[src/rtl/ows_pkg.sv]
package ows_pkg;
  typedef enum logic [1:0] {
    PH_START = 2'b00,
    PH_COUNT = 2'b01,
    PH_LOAD  = 2'b11,
    PH_CMP   = 2'b10
  } phase_e;
endpackage

[src/rtl/ows_rst_sync.sv]
// Asynchronous assert, synchronous release of the internal reset.
module ows_rst_sync #(
  parameter int STAGES = 2
) (
  input  logic clk,
  input  logic rst_n,
  output logic rst_i_n
);
  logic [STAGES-1:0] chain_q;

  always_ff @(posedge clk or negedge rst_n) begin
    if (!rst_n) chain_q <= '0;
    else        chain_q <= {chain_q[STAGES-2:0], 1'b1};
  end

  assign rst_i_n = chain_q[STAGES-1];
endmodule

[src/rtl/ows_sync.sv]
// Multi-bit level synchronizer, one independent chain per bit.
module ows_sync #(
  parameter int W      = 1,
  parameter int STAGES = 2
) (
  input  logic         clk,
  input  logic         rst_n,
  input  logic [W-1:0] d,
  output logic [W-1:0] q
);
  logic [W-1:0] stage_q [STAGES];

  genvar gi;
  generate
    for (gi = 0; gi < STAGES; gi++) begin : g_stage
      if (gi == 0) begin : g_first
        always_ff @(posedge clk or negedge rst_n) begin
          if (!rst_n) stage_q[gi] <= '0;
          else        stage_q[gi] <= d;
        end
      end else begin : g_rest
        always_ff @(posedge clk or negedge rst_n) begin
          if (!rst_n) stage_q[gi] <= '0;
          else        stage_q[gi] <= stage_q[gi-1];
        end
      end
    end
  endgenerate

  assign q = stage_q[STAGES-1];
endmodule

[src/rtl/ows_win_edge.sv]
// Rising and falling edge detection on the synchronized window level.
module ows_win_edge (
  input  logic clk,
  input  logic rst_n,
  input  logic lvl,
  output logic rise,
  output logic fall
);
  logic prev_q;

  always_ff @(posedge clk or negedge rst_n) begin
    if (!rst_n) prev_q <= 1'b0;
    else        prev_q <= lvl;
  end

  assign rise = lvl & ~prev_q;
  assign fall = ~lvl & prev_q;
endmodule

[src/rtl/ows_fsm.sv]
// Phase sequencer: start -> count -> load -> compare -> start.
module ows_fsm
  import ows_pkg::*;
(
  input  logic       clk,
  input  logic       rst_n,
  input  logic       win_rise,
  input  logic       win_fall,
  output phase_e     phase,
  output logic       clr_cmd,
  output logic       cnt_en,
  output logic       cap_en,
  output logic       osc_en,
  output logic       clr_stb,
  output logic       load_stb,
  output logic       cmp_en
);
  phase_e state_q, state_d;
  logic   clr_stb_q;

  always_comb begin
    state_d = state_q;
    unique case (state_q)
      PH_START: if (win_rise) state_d = PH_COUNT;
      PH_COUNT: if (win_fall) state_d = PH_LOAD;
      PH_LOAD:  state_d = PH_CMP;
      PH_CMP:   state_d = PH_START;
      default:  state_d = PH_START;
    endcase
  end

  always_ff @(posedge clk or negedge rst_n) begin
    if (!rst_n) state_q <= PH_START;
    else        state_q <= state_d;
  end

  assign clr_cmd = (state_q == PH_START) && win_rise;

  always_ff @(posedge clk or negedge rst_n) begin
    if (!rst_n) clr_stb_q <= 1'b0;
    else        clr_stb_q <= clr_cmd;
  end

  assign phase    = state_q;
  assign cnt_en   = (state_q == PH_COUNT);
  assign cap_en   = (state_q == PH_LOAD);
  assign osc_en   = (state_q == PH_START) || (state_q == PH_COUNT);
  assign clr_stb  = clr_stb_q;
  assign load_stb = (state_q == PH_LOAD);
  assign cmp_en   = (state_q == PH_CMP);
endmodule

[src/rtl/ows_counter.sv]
// Saturating oscillation counter with capture register.
module ows_counter #(
  parameter int CNT_W = 7
) (
  input  logic             clk,
  input  logic             rst_n,
  input  logic             osc_lvl,
  input  logic             clr_cmd,
  input  logic             cnt_en,
  input  logic             cap_en,
  output logic [CNT_W-1:0] cnt,
  output logic [CNT_W-1:0] cap
);
  localparam logic [CNT_W-1:0] CNT_MAX = {CNT_W{1'b1}};

  logic             osc_prev_q;
  logic             osc_rise;
  logic [CNT_W-1:0] cnt_q, cnt_d;
  logic             cnt_we;
  logic [CNT_W-1:0] cap_q;

  always_ff @(posedge clk or negedge rst_n) begin
    if (!rst_n) osc_prev_q <= 1'b0;
    else        osc_prev_q <= osc_lvl;
  end

  assign osc_rise = osc_lvl & ~osc_prev_q;

  always_comb begin
    cnt_we = 1'b0;
    cnt_d  = cnt_q;
    if (clr_cmd) begin
      cnt_we = 1'b1;
      cnt_d  = '0;
    end else if (cnt_en && osc_rise && (cnt_q != CNT_MAX)) begin
      cnt_we = 1'b1;
      cnt_d  = cnt_q + 1'b1;
    end
  end

  always_ff @(posedge clk or negedge rst_n) begin
    if (!rst_n)      cnt_q <= '0;
    else if (cnt_we) cnt_q <= cnt_d;
  end

  always_ff @(posedge clk or negedge rst_n) begin
    if (!rst_n)      cap_q <= '0;
    else if (cap_en) cap_q <= cnt_q;
  end

  assign cnt = cnt_q;
  assign cap = cap_q;
endmodule

[src/rtl/osc_window_seq.sv]
module osc_window_seq
  import ows_pkg::*;
#(
  parameter int CNT_W       = 7,
  parameter int SYNC_STAGES = 2
) (
  input  logic             clk,
  input  logic             rst_n,
  input  logic             osc_in,
  input  logic             win_in,
  output logic             osc_en,
  output logic [1:0]       phase,
  output logic [CNT_W-1:0] count_q,
  output logic             load_stb,
  output logic             clr_stb,
  output logic             cmp_en
);
  logic             rst_i_n;
  logic [1:0]       raw_in, sync_in;
  logic             win_rise, win_fall;
  logic             clr_cmd, cnt_en, cap_en;
  phase_e           ph;
  logic [CNT_W-1:0] cnt_val;

  ows_rst_sync #(.STAGES(SYNC_STAGES)) u_rst (
    .clk(clk), .rst_n(rst_n), .rst_i_n(rst_i_n)
  );

  assign raw_in = {win_in, osc_in};

  ows_sync #(.W(2), .STAGES(SYNC_STAGES)) u_sync (
    .clk(clk), .rst_n(rst_i_n), .d(raw_in), .q(sync_in)
  );

  ows_win_edge u_wedge (
    .clk(clk), .rst_n(rst_i_n), .lvl(sync_in[1]),
    .rise(win_rise), .fall(win_fall)
  );

  ows_fsm u_fsm (
    .clk(clk), .rst_n(rst_i_n),
    .win_rise(win_rise), .win_fall(win_fall),
    .phase(ph), .clr_cmd(clr_cmd), .cnt_en(cnt_en), .cap_en(cap_en),
    .osc_en(osc_en), .clr_stb(clr_stb), .load_stb(load_stb), .cmp_en(cmp_en)
  );

  ows_counter #(.CNT_W(CNT_W)) u_cnt (
    .clk(clk), .rst_n(rst_i_n), .osc_lvl(sync_in[0]),
    .clr_cmd(clr_cmd), .cnt_en(cnt_en), .cap_en(cap_en),
    .cnt(cnt_val), .cap(count_q)
  );

  assign phase = ph;
endmodule

[config.mk]
export PLATFORM = sky130hd
export DESIGN_NAME = osc_window_seq
export DESIGN_NICKNAME = d
export VERILOG_FILES = /design/src/rtl/ows_pkg.sv /design/src/rtl/ows_rst_sync.sv /design/src/rtl/ows_sync.sv /design/src/rtl/ows_win_edge.sv /design/src/rtl/ows_fsm.sv /design/src/rtl/ows_counter.sv /design/src/rtl/osc_window_seq.sv
export SDC_FILE = /design/constraint.sdc
export NUM_CORES = 1
export LEC_CHECK = 0
export BUFFER_PORTS_ARGS = -buffer_cell sky130_fd_sc_hd__buf_2
export CORE_MARGIN = 3
export CORE_UTILIZATION = 30
export DETAILED_ROUTE_END_ITERATION = 10
export GPL_TIMING_DRIVEN = 1
export PLACE_DENSITY_LB_ADDON = 0.12
export SLEW_MARGIN = 25
export SYNTH_ARGS = -nofsm -noshare
export SYNTH_HDL_FRONTEND = slang
export SYNTH_SLANG_ARGS = --single-unit
[constraint.sdc]
create_clock -name clk -period 0.8 [get_ports clk]
set_input_delay 0.04 -clock clk [delete_from_list [all_inputs] [get_ports clk]]
set_output_delay 0.04 -clock clk [all_outputs]
set_load 0.02 [all_outputs]
* Yosys cells after proc, flatten, opt, wreduce, memory -nomap -nowiden
Cells that the tools add are included.
** Storage, ports and cells
- Register bits after elaboration :: 25
- Output and inout port bits :: 13
- Logic and storage cells :: 37
** Operators by class
- Equal/unequal tests :: 6
- Reductions and logical operators :: 8
- Add/subtract/negate cells :: 1
- Muxes and demuxes :: 7
- Bitwise logic cells :: 6
** Operators with widths (count)
- 7-bit two-way mux :: 2
- 2-bit one-hot mux with 4 select lines :: 1
- 7-bit by 1-bit adder with 7-bit output (second input constant) :: 1
- 7-bit inequality test (second input constant) :: 1
- 2-bit equality test (second input constant) :: 2
- 2-bit two-way mux :: 2
- 2-bit AND reduction :: 2
- 1-bit AND :: 3
- 1-bit logical AND :: 3
- 1-bit NOT :: 3
- 2-bit by 1-bit equality test with 1-bit output (second input constant) :: 1
- 2-bit zero test :: 1
- 1-bit two-way mux :: 2
- 2-bit by 1-bit inequality test with 1-bit output (second input constant) :: 1
- 2-bit inequality test (second input constant) :: 1
- 2-bit nonzero test :: 1
- 1-bit logical OR :: 1

* Longest topological paths before layout
- Word-level depth :: 7
- Gate-level depth with buffers :: 4

* Hierarchy
Synthesis repeated with hierarchy kept, for this count alone.
** Unflattened totals
- Cell total of the unflattened synthesis :: 73
- Area, all modules :: 987.2 µm²
** Modules (own cells, without submodules)
- ows_counter :: instances 1, sequential area each 375.4 µm², cells each 50, area an instance 646.9 µm²
- ows_fsm :: instances 1, sequential area each 75.1 µm², cells each 11, area an instance 131.4 µm²
- ows_sync :: instances 1, sequential area each 100.1 µm², cells each 6, area an instance 115.1 µm²
- ows_rst_sync :: instances 1, sequential area each 50.0 µm², cells each 3, area an instance 53.8 µm²
- ows_win_edge :: instances 1, sequential area each 25.0 µm², cells each 3, area an instance 40.0 µm²

* Worst setup path after synthesis
Ideal clock, no wire load.
- Path kind :: register -> register
- Start point :: register u_fsm.state_q[1] (netlist: u_fsm.phase[1])
- End point :: register u_cnt.cnt_q[0] (netlist: u_cnt.cnt[0])
- Arrival :: 1.262 ns
- Path slack :: -0.592 ns
- Cell stages (with the launch flop) :: 5
- Path through :: dfrtp_1 -> or4b_1 -> buf_2 -> nand2_1 -> mux2i_1
** On the way
- Cells in the longest elaborated chain, start to end :: 6
- Elaborated cells between the ends (all ways) :: 10
- Classes of those cells :: eq/ne (1); mux (3); reduce/logical (6)
** RTL lines
- start, declared :: RTL line ows_fsm.sv:18 : phase_e state_q, state_d;
- start signal, assigned :: RTL line ows_fsm.sv:34 : else state_q <= state_d;
- 2-bit by 1-bit equality test with 1-bit output :: RTL line ows_fsm.sv:45 : assign cnt_en = (state_q == PH_COUNT);
- 1-bit logical AND (2 in a row) :: RTL line ows_counter.sv:35 : end else if (cnt_en && osc_rise && (cnt_q != CNT_MAX)) begin
- 1-bit two-way mux :: RTL line ows_counter.sv:35
- 1-bit two-way mux :: RTL line ows_counter.sv:32 : if (clr_cmd) begin
- 2-bit AND reduction (no line)
- end signal, assigned :: RTL line ows_counter.sv:43 : else if (cnt_we) cnt_q <= cnt_d;
- end, declared :: RTL line ows_counter.sv:18 : logic [CNT_W-1:0] cnt_q, cnt_d;
Parallel ways exist; a longest one is shown, timed or not.
A chain may end at the register's enable or synchronous reset.

* Worst setup path in the final report
- Start point :: register u_fsm.state_q[1] (netlist: u_fsm.phase[1])
- End point :: register u_cnt.cnt_q[3] (netlist: u_cnt.cnt[3])
Same word-level chain as after synthesis.

==> run_results.csv <==
group,metric,value,unit
floorplan,io_pins,17,
power_and_ir_drop,peakVddDrop,0.00196,V
detailed_routing,wire_per_inst,12.5,µm
placement,io_buffers,16,
yosys,async_flop_share,100,%
detailed_routing,route.detailed.drc,0,
setup_path,worst_setup_path_end_kind,"flop",
yosys,synthCells,74,
setup_path,cp_slowest_cell,"dfrtp_2",
layout,drive_gt1_share,52.9,%
layout,fin_util,52.7,%
yosys,synthFlopType,"dfrtp_1",
layout,fin_cells,161,
setup_path,r2r_end,"u_cnt.cnt[3]",
setup_path,start_kind,"flop",
detailed_routing,firstDrtPassIters,3,
setup_path,crit_required,1020,ps
sta,fin_ws,-490,ps
cts,cts_tree,"done",
setup_path,reg2reg_from,"u_fsm.phase[1]",
sta,slew_viol_final,0,
setup_path,critical_path_class,"reg2reg",
sta,finalSetupViolCount,30,
floorplan,dieArea,0.00394,mm²
layout,nNetsFinal,125,
yosys,yosysWarnings,0,
floorplan,core_area,0.00290,mm²
detailed_routing,viasPerCell,4.39,
yosys,avgSynthCellArea,13.1,µm²
yosys,yosysSeqAreaShare,64.8,%
placement,place_congestion,0.728,
sta,rsz0062_at_grt,"yes",
placement,dp_cells,146,
cts,worst_skew_pair.late_latency,320,ps
global_route,grt_use_total,10.6,%
global_route,grt_antenna_before_repair,0,
cts,clk_pin_slew,140,ps
global_route,grt_overflow,0,
floorplan,die_h,62.7,µm
sta,period_needed,1290,ps
cts,cts_made_buffers,3,
yosys,synth_fp_nets,79,
placement,dpl.hpwl,1.35,mm
setup_path,crit_fanout,7,
setup_path,max_stage_delay,440,ps
yosys,synthDistinctLibCells,25,
outcome,status,"complete, but fails checks",
setup_path,arrival,1510,ps
power_and_ir_drop,p_leak,0.799,nW
cts,cts_num_sinks,25,
setup_path,r2r_cells,4,
setup_path,worst-r2r-setup-slack,-490,ps
cts,cts_buffer_depth,2,
placement,placed_area,0.00122,mm²
detailed_routing,wl,2.01,mm
setup_path,crit_family,"flip-flops",
floorplan,fp.dieW,62.7,µm
sta,finalCritPeriodShare,161,%
run,cap_violations,0,
worst_hold_path,hp-class,"reg2async",
yosys,synth.ff_latch_count,25,
layout,final_area,0.00153,mm²
global_route,grt_pass1_vias,692,
yosys,syn-cell-area,966,µm²
sta,max_freq,0.775,GHz
detailed_routing,num_vias,707,
global_route,grt_pass1_wl,3.28,mm
layout,syn_to_final_growth,58.2,%
power_and_ir_drop,powerDensity,2730,mW/mm²
cts,h-tree-depth,1,
layout,num_antenna_cells,0,
outcome,violations,"negative setup slack",
yosys,synth-edff-count,0,
cts,cts-root-buf,"clkbuf_4",
setup_path,worstPathCellList,"buf_6 > and4bb_4 > o211ai_1 > mux2i_1",
sta,skew,5.50,ps
detailed_routing,ant_nets,0,
setup_path,path_depth,4,
global_route,grt_max_degree,24,
sta,hold_viol,0,
setup_path,path_buf_inv,1,
detailed_routing,first_iter_violations,15,
placement,place_ws,-582,ps
sta,tns,-9630,ps
floorplan,start_util,33.3,%
floorplan,num_rows,19,
sequential cells by signal, summed over array words and instances, names as in the netlist:
register / flops
u_sync.q: 2
u_cnt.cap: 7
u_cnt.osc_prev_q: 1
u_fsm.phase: 2
u_wedge.prev_q: 1
u_rst.chain_q: 2
u_cnt.cnt: 7
u_sync.stage_q: 2
u_fsm.clr_stb: 1
cell usage in the layout, fill, tap and decap left out:
cell and n:
buf_2 3, dlygate4sd3_1 4, mux2_4 7, clkinv_2 1, o21ai_2 2, nor2_4 1
o21a_1 1, inv_6 1, and4_1 1, nand2b_1 1, or4b_4 1, clkbuf_4 3
dfrtp_2 2, a31oi_1 1, a21oi_2 1, buf_4 13, mux2i_1 5, and3_1 3
a41oi_1 1, a211oi_2 1, buf_12 1, nor2_1 2, inv_1 2, o211ai_1 2
and4bb_4 1, buf_6 21, and2_1 1, inv_2 2, ha_1 1, nand3_2 1
conb_1 1, dfrtp_1 23, nand3_1 2, nand2_4 1, nand2_1 5
through the flow:
step	hold WS (ps)	power [mW]
after global routing	230	4.42
final	214	4.17
after CTS	223	3.77
after global placement	-175	2.85
after detailed placement	-173	2.87
after floorplan	-256	2.32
cell usage after synthesis, drive strengths merged, types with 2 or more instances:
| library cell | instances | area, µm² |
|---|---|---|
| mux2 | 7 | 78.8 |
| mux2i | 5 | 50.1 |
| nand2 | 6 | 22.5 |
| and3 | 3 | 18.8 |
| dfrtp | 25 | 626 |
| nand3 | 3 | 15.0 |
| nor2 | 3 | 11.3 |
| o21ai | 2 | 10.0 |
| o211ai | 2 | 15.0 |
| inv | 5 | 18.8 |
power by group:
part,internal [mW],switching [mW]
clock network,0.187,0.376
registers,1.49,0.148
logic,1.11,0.866
how the worst max path moves through the flow:
| stage | from | to | slack [ps] |
|---|---|---|---|
| after floorplan | u_fsm.phase[0] | u_cnt.cnt[0] | -560 |
| after detailed placement | u_fsm.phase[0] | u_cnt.cnt[3] | -580 |
| final | u_fsm.phase[1] | u_cnt.cnt[3] | -490 |
| after global placement | u_fsm.phase[0] | u_cnt.cnt[3] | -570 |
| after CTS | u_fsm.phase[1] | u_cnt.cnt[3] | -510 |
| after global routing | u_fsm.phase[1] | u_cnt.cnt[5] | -530 |
repair_timing:
action,CTS,global route
hold buffers,4,0
gates resized for setup,30,24
endpoints found under the setup margin,30,30
pin swaps,7,6
hold endpoints to repair,4,0
setup buffers,1,7
routing by layer:
layer	global-route usage, %	up-vias	routed length, µm	part of all wire [%]
met5	0	-	0	0
met1	13.4	341	967	48
li1	-	350	-	-
met2	17.2	14	951	47
met3	3.42	2	68	3.4
met4	3.31	0	19	0.95
kinds of logic (layout without fill, tap and decap cells):
group	Yosys count	in the layout	share of synthesized area (%)
buffers and inverters	6	51	2.46
AND/OR/NAND/NOR	20	20	11.5
multiplexers	12	12	13.3
adder cells (fa/ha/maj)	1	1	1.30
other	1	1	0.388
AO/OA/AOI/OAI	9	9	6.22
flip-flops	25	25	64.8
layout make-up:
type,instances,area [µm²]
Inverter,5,23.8
Fill cell,263,1370
Timing Repair Buffer,42,409
Tap cell,42,52.6
Clock buffer,3,22.5
Sequential cell,25,628
Clock inverter,1,5.00
Multi-Input combinational cell,43,387
Note: power is estimated with default switching activity, not from simulation.
